--- config.mk ---
export PLATFORM = sky130hd
export DESIGN_NAME = rx_order_rob
export DESIGN_NICKNAME = d
export VERILOG_FILES = /design/src/rtl/rx_order_pkg.sv /design/src/rtl/rx_class_queue.sv /design/src/rtl/rx_order_arb.sv /design/src/rtl/rx_order_rob.sv
export SDC_FILE = /design/constraint.sdc
export NUM_CORES = 1
export LEC_CHECK = 0
export BUFFER_PORTS_ARGS = -buffer_cell sky130_fd_sc_hd__clkbuf_2
export CORE_ASPECT_RATIO = 0.7
export CORE_UTILIZATION = 65
export DETAILED_ROUTE_END_ITERATION = 10
export PLACE_DENSITY = 0.78
export SLEW_MARGIN = 20
export SYNTH_ARGS = -nofsm -noshare
export SYNTH_HDL_FRONTEND = slang
export SYNTH_SLANG_ARGS = --single-unit
--- constraint.sdc ---
create_clock -name clk -period 6.1 [get_ports clk]
set_clock_uncertainty 0.15 [all_clocks]
set_input_delay 0.305 -clock clk [delete_from_list [all_inputs] [get_ports clk]]
set_output_delay 0.305 -clock clk [all_outputs]
set_load 0.05 [all_outputs]
--- src/rtl/rx_order_pkg.sv ---
package rx_order_pkg;

    localparam int RX_DATA_W  = 16;
    localparam int RX_TID_W   = 8;
    localparam int RX_DEPTH   = 8;
    localparam int RX_NCLS    = 3;
    localparam int RX_AHEAD_W = $clog2(RX_DEPTH + 1);

    typedef enum logic [1:0] {
        CLS_POST = 2'd0,
        CLS_NP   = 2'd1,
        CLS_CPL  = 2'd2,
        CLS_NONE = 2'd3
    } tlp_cls_e;

    // ahead[c]: packets of class c still queued that arrived before this one
    typedef struct packed {
        logic                                 ro;
        logic [RX_TID_W-1:0]                  tid;
        logic [RX_DATA_W-1:0]                 data;
        logic [RX_NCLS-1:0][RX_AHEAD_W-1:0]   ahead;
    } rx_entry_t;

    function automatic logic has_older(rx_entry_t e, int unsigned cls);
        return e.ahead[cls] != '0;
    endfunction

endpackage

--- src/rtl/rx_class_queue.sv ---
module rx_class_queue
    import rx_order_pkg::*;
#(
    parameter int DEPTH   = RX_DEPTH,
    parameter int CLS_IDX = 0
) (
    input  logic                       clk,
    input  logic                       rst,
    input  logic                       push,
    input  rx_entry_t                  push_ent,
    input  logic                       pop,
    input  logic [RX_NCLS-1:0]         pop_mask,
    output rx_entry_t                  head,
    output logic                       empty,
    output logic                       full,
    output logic [$clog2(DEPTH+1)-1:0] count
);
    localparam int PW = (DEPTH > 1) ? $clog2(DEPTH) : 1;
    localparam int CW = $clog2(DEPTH + 1);

    rx_entry_t         mem [DEPTH];
    logic [PW-1:0]     wp_q, rp_q;
    logic [CW-1:0]     cnt_q;

    function automatic logic [PW-1:0] nxt(logic [PW-1:0] p);
        return (p == PW'(DEPTH - 1)) ? '0 : p + 1'b1;
    endfunction

    always_ff @(posedge clk) begin
        if (rst) begin
            wp_q  <= '0;
            rp_q  <= '0;
            cnt_q <= '0;
            for (int i = 0; i < DEPTH; i++) mem[i] <= '0;
        end else begin
            // age counters shrink as older packets of other classes leave
            for (int i = 0; i < DEPTH; i++) begin
                for (int c = 0; c < RX_NCLS; c++) begin
                    if (c != CLS_IDX && pop_mask[c] && mem[i].ahead[c] != '0)
                        mem[i].ahead[c] <= mem[i].ahead[c] - 1'b1;
                end
            end
            if (push) begin
                mem[wp_q] <= push_ent;
                wp_q      <= nxt(wp_q);
            end
            if (pop) rp_q <= nxt(rp_q);
            cnt_q <= cnt_q + CW'(push) - CW'(pop);
        end
    end

    assign head  = mem[rp_q];
    assign empty = (cnt_q == '0);
    assign full  = (cnt_q == CW'(DEPTH));
    assign count = cnt_q;

endmodule

--- src/rtl/rx_order_arb.sv ---
module rx_order_arb
    import rx_order_pkg::*;
(
    input  rx_entry_t           head [RX_NCLS],
    input  logic [RX_NCLS-1:0]  hvalid,
    input  logic [RX_NCLS-1:0]  room,
    output logic [RX_NCLS-1:0]  grant
);
    logic [RX_NCLS-1:0] elig;

    always_comb begin
        // posted: never blocked by other classes
        elig[CLS_POST] = hvalid[CLS_POST] && room[CLS_POST];
        // non-posted: must not overtake any older posted packet
        elig[CLS_NP]   = hvalid[CLS_NP] && room[CLS_NP] &&
                         !has_older(head[CLS_NP], CLS_POST);
        // completion: may overtake posted only when relaxed
        elig[CLS_CPL]  = hvalid[CLS_CPL] && room[CLS_CPL] &&
                         (head[CLS_CPL].ro || !has_older(head[CLS_CPL], CLS_POST));
    end

    // oldest eligible head wins: no eligible head of another class is older
    always_comb begin
        for (int i = 0; i < RX_NCLS; i++) begin
            grant[i] = elig[i];
            for (int j = 0; j < RX_NCLS; j++) begin
                if (j != i && elig[j] && has_older(head[i], j))
                    grant[i] = 1'b0;
            end
        end
    end

endmodule

--- src/rtl/rx_order_rob.sv ---
module rx_order_rob
    import rx_order_pkg::*;
#(
    parameter int DEPTH = RX_DEPTH
) (
    input  logic                  clk,
    input  logic                  rst,
    input  logic                  in_valid,
    input  logic [1:0]            in_cls,
    input  logic                  in_ro,
    input  logic [RX_TID_W-1:0]   in_tid,
    input  logic [RX_DATA_W-1:0]  in_data,
    output logic [RX_NCLS-1:0]    in_ready,
    input  logic [RX_NCLS-1:0]    dn_room,
    input  logic                  out_ready,
    output logic                  out_valid,
    output logic [1:0]            out_cls,
    output logic                  out_ro,
    output logic [RX_TID_W-1:0]   out_tid,
    output logic [RX_DATA_W-1:0]  out_data
);
    localparam int CW = $clog2(DEPTH + 1);

    rx_entry_t          head_q [RX_NCLS];
    logic [CW-1:0]      cnt_q  [RX_NCLS];
    logic [RX_NCLS-1:0] empty_q, full_q, push_c, pop_c, grant;

    for (genvar g = 0; g < RX_NCLS; g++) begin : g_cls
        rx_entry_t ent;

        assign push_c[g] = in_valid && (in_cls == 2'(g)) && !full_q[g];

        always_comb begin
            ent.ro   = in_ro;
            ent.tid  = in_tid;
            ent.data = in_data;
            for (int c = 0; c < RX_NCLS; c++) begin
                if (c == g) ent.ahead[c] = '0;
                else        ent.ahead[c] = RX_AHEAD_W'(cnt_q[c]) - RX_AHEAD_W'(pop_c[c]);
            end
        end

        rx_class_queue #(.DEPTH(DEPTH), .CLS_IDX(g)) q_i (
            .clk      (clk),
            .rst      (rst),
            .push     (push_c[g]),
            .push_ent (ent),
            .pop      (pop_c[g]),
            .pop_mask (pop_c),
            .head     (head_q[g]),
            .empty    (empty_q[g]),
            .full     (full_q[g]),
            .count    (cnt_q[g])
        );
    end

    rx_order_arb arb_i (
        .head   (head_q),
        .hvalid (~empty_q),
        .room   (dn_room),
        .grant  (grant)
    );

    assign pop_c    = grant & {RX_NCLS{out_ready}};
    assign in_ready = ~full_q;

    always_comb begin
        out_valid = |grant;
        out_cls   = CLS_NONE;
        out_ro    = 1'b0;
        out_tid   = '0;
        out_data  = '0;
        for (int c = 0; c < RX_NCLS; c++) begin
            if (grant[c]) begin
                out_cls  = 2'(c);
                out_ro   = head_q[c].ro;
                out_tid  = head_q[c].tid;
                out_data = head_q[c].data;
            end
        end
    end

endmodule

==> impl_metrics.py <==
metrics = {
    "setup_path": {
        "cp.required_ns": 5.64,
        "worstPathBufferInverterCount": 4,
        "worstSetupStartpointType": "flip-flop",
        "path_delay_family": "compound AO/OA/AOI/OAI gates",
        "crit_path_max_fanout": 39,
        "cp_slowest_stage_delay_ns": 0.71,
        "cp_data_arrival_time_ns": 5.16,
        "worstPathCellList": "buf_4 -> and3b_1 -> a22oi_1 -> o22ai_1 -> o31a_1 -> a21oi_4 -> buf_4 -> or3b_1 -> buf_4 -> o211ai_1 -> clkbuf_2",
        "cp_common_cell": "buf_4",
        "cpMaxStageDelayCell": "dfxtp_2",
        "path_class": "reg2out",
        "endpoint_kind": "output port",
    },
    "min_path": {
        "hold_path_class": "in2reg",
    },
    "logic_synthesis": {
        "syn_avg_cell_area_um2": 13.2,
        "ys.warnings.count": 0,
        "synth_edf_count": 792,
        "async_flop_share_pct": 0,
        "synth_area_um2": 42100,
        "ys_seq_elements": 831,
        "ys_seq_area_share_pct": 58.3,
        "synth_cells": 3201,
        "synthFlopType": "edfxtp_1",
        "synth.distinct_cells": 61,
        "yosys.area.top_type": "edfxtp_1",
        "yosys.area.top_type_share_pct": 56.5,
        "synthTopCellsByArea": "edfxtp_1 (56%), mux4_2 (8.3%), and3_1 (4.9%)",
        "syn-num-nets": 3373,
    },
    "clock_tree": {
        "cts_buffer_depth": 3,
        "cts-root-buf": "clkbuf_16",
        "cts_tree": "built",
        "cts_setup_buffers": 0,
        "clk_pin_slew_ns": 0.06,
        "cts_resized": 0,
        "cts.sinks": 831,
        "clk_latency_ns": 0.66,
        "cts_hold_buf": 0,
        "htreeDepth": 3,
        "numCtsBuffers": 81,
    },
    "sta": {
        "setup_viol_count_final": 0,
        "finalSetupTns_ns": 0,
        "fmax_mhz": 178,
        "slew_viol_final": 0,
        "min_period_over_period_pct": 92.1,
        "period_needed_ns": 5.62,
        "final_hold_viol_count": 0,
        "max-slew-margin-rel_pct": 29.6,
        "tightest_slew_ns": 1.05,
        "rsz0062_at_grt": "false",
    },
    "pwr": {
        "p_switching_uw": 4130,
        "internal_power_uw": 10200,
        "ir_worst_vdd_mv": 0.191,
        "pwr-share-clk_pct": 34.7,
        "comb_power_share_pct": 17.4,
        "pwr-share-seq_pct": 47.9,
        "swShare_pct": 28.8,
        "power.density_nw_per_um2": 314,
        "p_leak_uw": 0.0176,
        "total_power_uw": 14300,
    },
    "grt": {
        "grt-ovfl-total": 0,
        "grt_usage_pct": 34.8,
        "antenna_found_initial": 4,
        "grt_max_degree": 82,
        "grt_pass1_wl_um": 169000,
        "grt_pass1_vias": 27700,
    },
    "floorplanning": {
        "die-area_um2": 65800,
        "row_count": 77,
        "coreArea_um2": 63600,
        "start_util_pct": 66.2,
        "io_pins": 65,
        "die_w_um": 306,
        "die_h_um": 215,
    },
    "detailed_routing": {
        "firstDrtPassIters": 6,
        "wl_per_cell_um": 28.0,
        "routed-via-count": 28000,
        "drtIter0Drc": 4149,
        "antenna_left": 0,
        "drc_errors": 0,
        "routed_wl_um": 113000,
        "vias_per_cell": 6.95,
    },
    "finish": {
        "area_growth_pct": 8.19,
        "nFillCells": 4103,
        "final_nets": 3305,
        "drive_gt1_share_pct": 15.5,
    },
    "placed_design": {
        "gp_congestion": 0.925,
        "dp_hpwl_um": 70000,
        "numPortBuffers": 64,
    },
    "flow_run": {
        "maxCapViolations": 0,
    },
    "outcome": {
        "status": "completed",
    },
}
## worst register-to-register path: cells and delay by family (launching register included)
family	cells	cell delay [ns]
adders and majority gates	2	1.17
buffers and inverters	2	0.78
and+or+nand+nor	1	0.25
DFF	1	0.71
AOI/OAI and AO/OA	5	1.45
## kinds of logic after synthesis
kind of cell / after synthesis / share of synthesized area, %
adders and majority gates: 138 / 4.15
xor gates and xnor gates: 72 / 1.50
AOI/OAI and AO/OA: 403 / 6.78
buffers and inverters: 422 / 3.84
and+or+nand+nor: 1119 / 15.5
DFF: 831 / 58.3
muxes: 216 / 9.85
## cell usage in the layout, fill, tap and decap left out, types with 33 or more instances in the layout
cell type / count
o31ai_1: 44
mux2i_1: 34
nor2_1: 91
o211ai_1: 40
a21oi_1: 42
o32ai_1: 38
buf_4: 68
and3_1: 330
or3_1: 34
nand3_1: 46
nor3b_1: 41
xnor2_1: 58
o21ai_0: 75
o22ai_1: 70
mux4_2: 156
or4_1: 57
edfxtp_1: 792
clkbuf_16: 82
inv_1: 134
clkbuf_2: 63
nand2_1: 107
and2_1: 281
ha_1: 135
nand2b_1: 33
## final timing paths
path	startpoint	to	slack [ns]	cells past startpoint
worst max-delay path	flip-flop	out_data[0]	0.48	11
worst min register to register	g_cls[1].q_i.rp_q[2]$_SDFFE_PP0P_	flip-flop	0.33	2
worst max register to register	flip-flop	g_cls[2].q_i.mem[2][1]$_DFFE_PP_	1.31	10
worst min-delay path	out_ready	flip-flop	0.04	3
## sequential cells by signal, summed over array words and instances, names as in the netlist, named ones only
register,count
g_cls.q_i.mem,792
g_cls.q_i.count,12
g_cls.q_i.wp_q,9
g_cls.q_i.rp_q,9
## Yosys cell counts (all sizes together), types with 23 or more instances
library cell,instances
o31a,32
nor2,99
dfxtp,39
inv,140
nand2b,33
o31ai,44
mux4,156
o22ai,70
o211ai,60
o32ai,38
mux2,26
mux2i,34
edfxtp,792
and3,330
nor3,23
nor3b,42
nor4,31
a21oi,43
buf,33
xnor2,58
nand3,47
o21ai,75
or3,34
clkbuf,249
ha,135
or4,60
nand2,110
and2,283
## metal layers
layer / vias to the layer above / track usage, % / routed length (um) / share of wire (%)
li1: 12000 / - / - / -
met1: 14000 / 50.4 / 42900 / 38
met2: 1767 / 52.4 / 50800 / 45
met3: 233 / 8.40 / 15600 / 14
met4: 0 / 11.1 / 3280 / 2.9
met5: - / 0 / 0 / 0
## power by group through the flow
stage	sequential [uW]	combinational, uW	clock (uW)
final	6860	2490	4970
after global routing	6900	2640	5200
after CTS	6860	2450	4990
after detailed placement	6980	2430	0
after global placement	6940	2330	0
after floorplan	6860	1680	0
## layout make-up
cell class | instances | area, um^2 | share of cell area (%)
Sequential cell | 831 | 24600 | 54.0
Multi-Input combinational cell | 1948 | 16000 | 35.2
Clock buffer | 108 | 2180 | 4.78
Tap cell | 829 | 1040 | 2.28
Timing Repair Buffer | 131 | 826 | 1.81
Inverter | 140 | 526 | 1.15
Clock inverter | 39 | 387 | 0.849
Antenna cell | 1 | 2.50 | 0.00549
## metrics by stage
step                setup WS (ns)  hold WS, ns  util (%)  std cells  instance area, um^2
global placement             1.36        0.305      67.6       3879                43000
global route                0.379       0.0468      71.6       4026                45600
floorplan                    2.39        0.300         -       3201                42100
CTS                         0.557      0.00386      71.6       4026                45500
finish                      0.482       0.0427      71.6       4027                45600
detailed placement           1.28        0.321      67.6       3879                43000
Note: power is estimated with default switching activity, not from simulation.
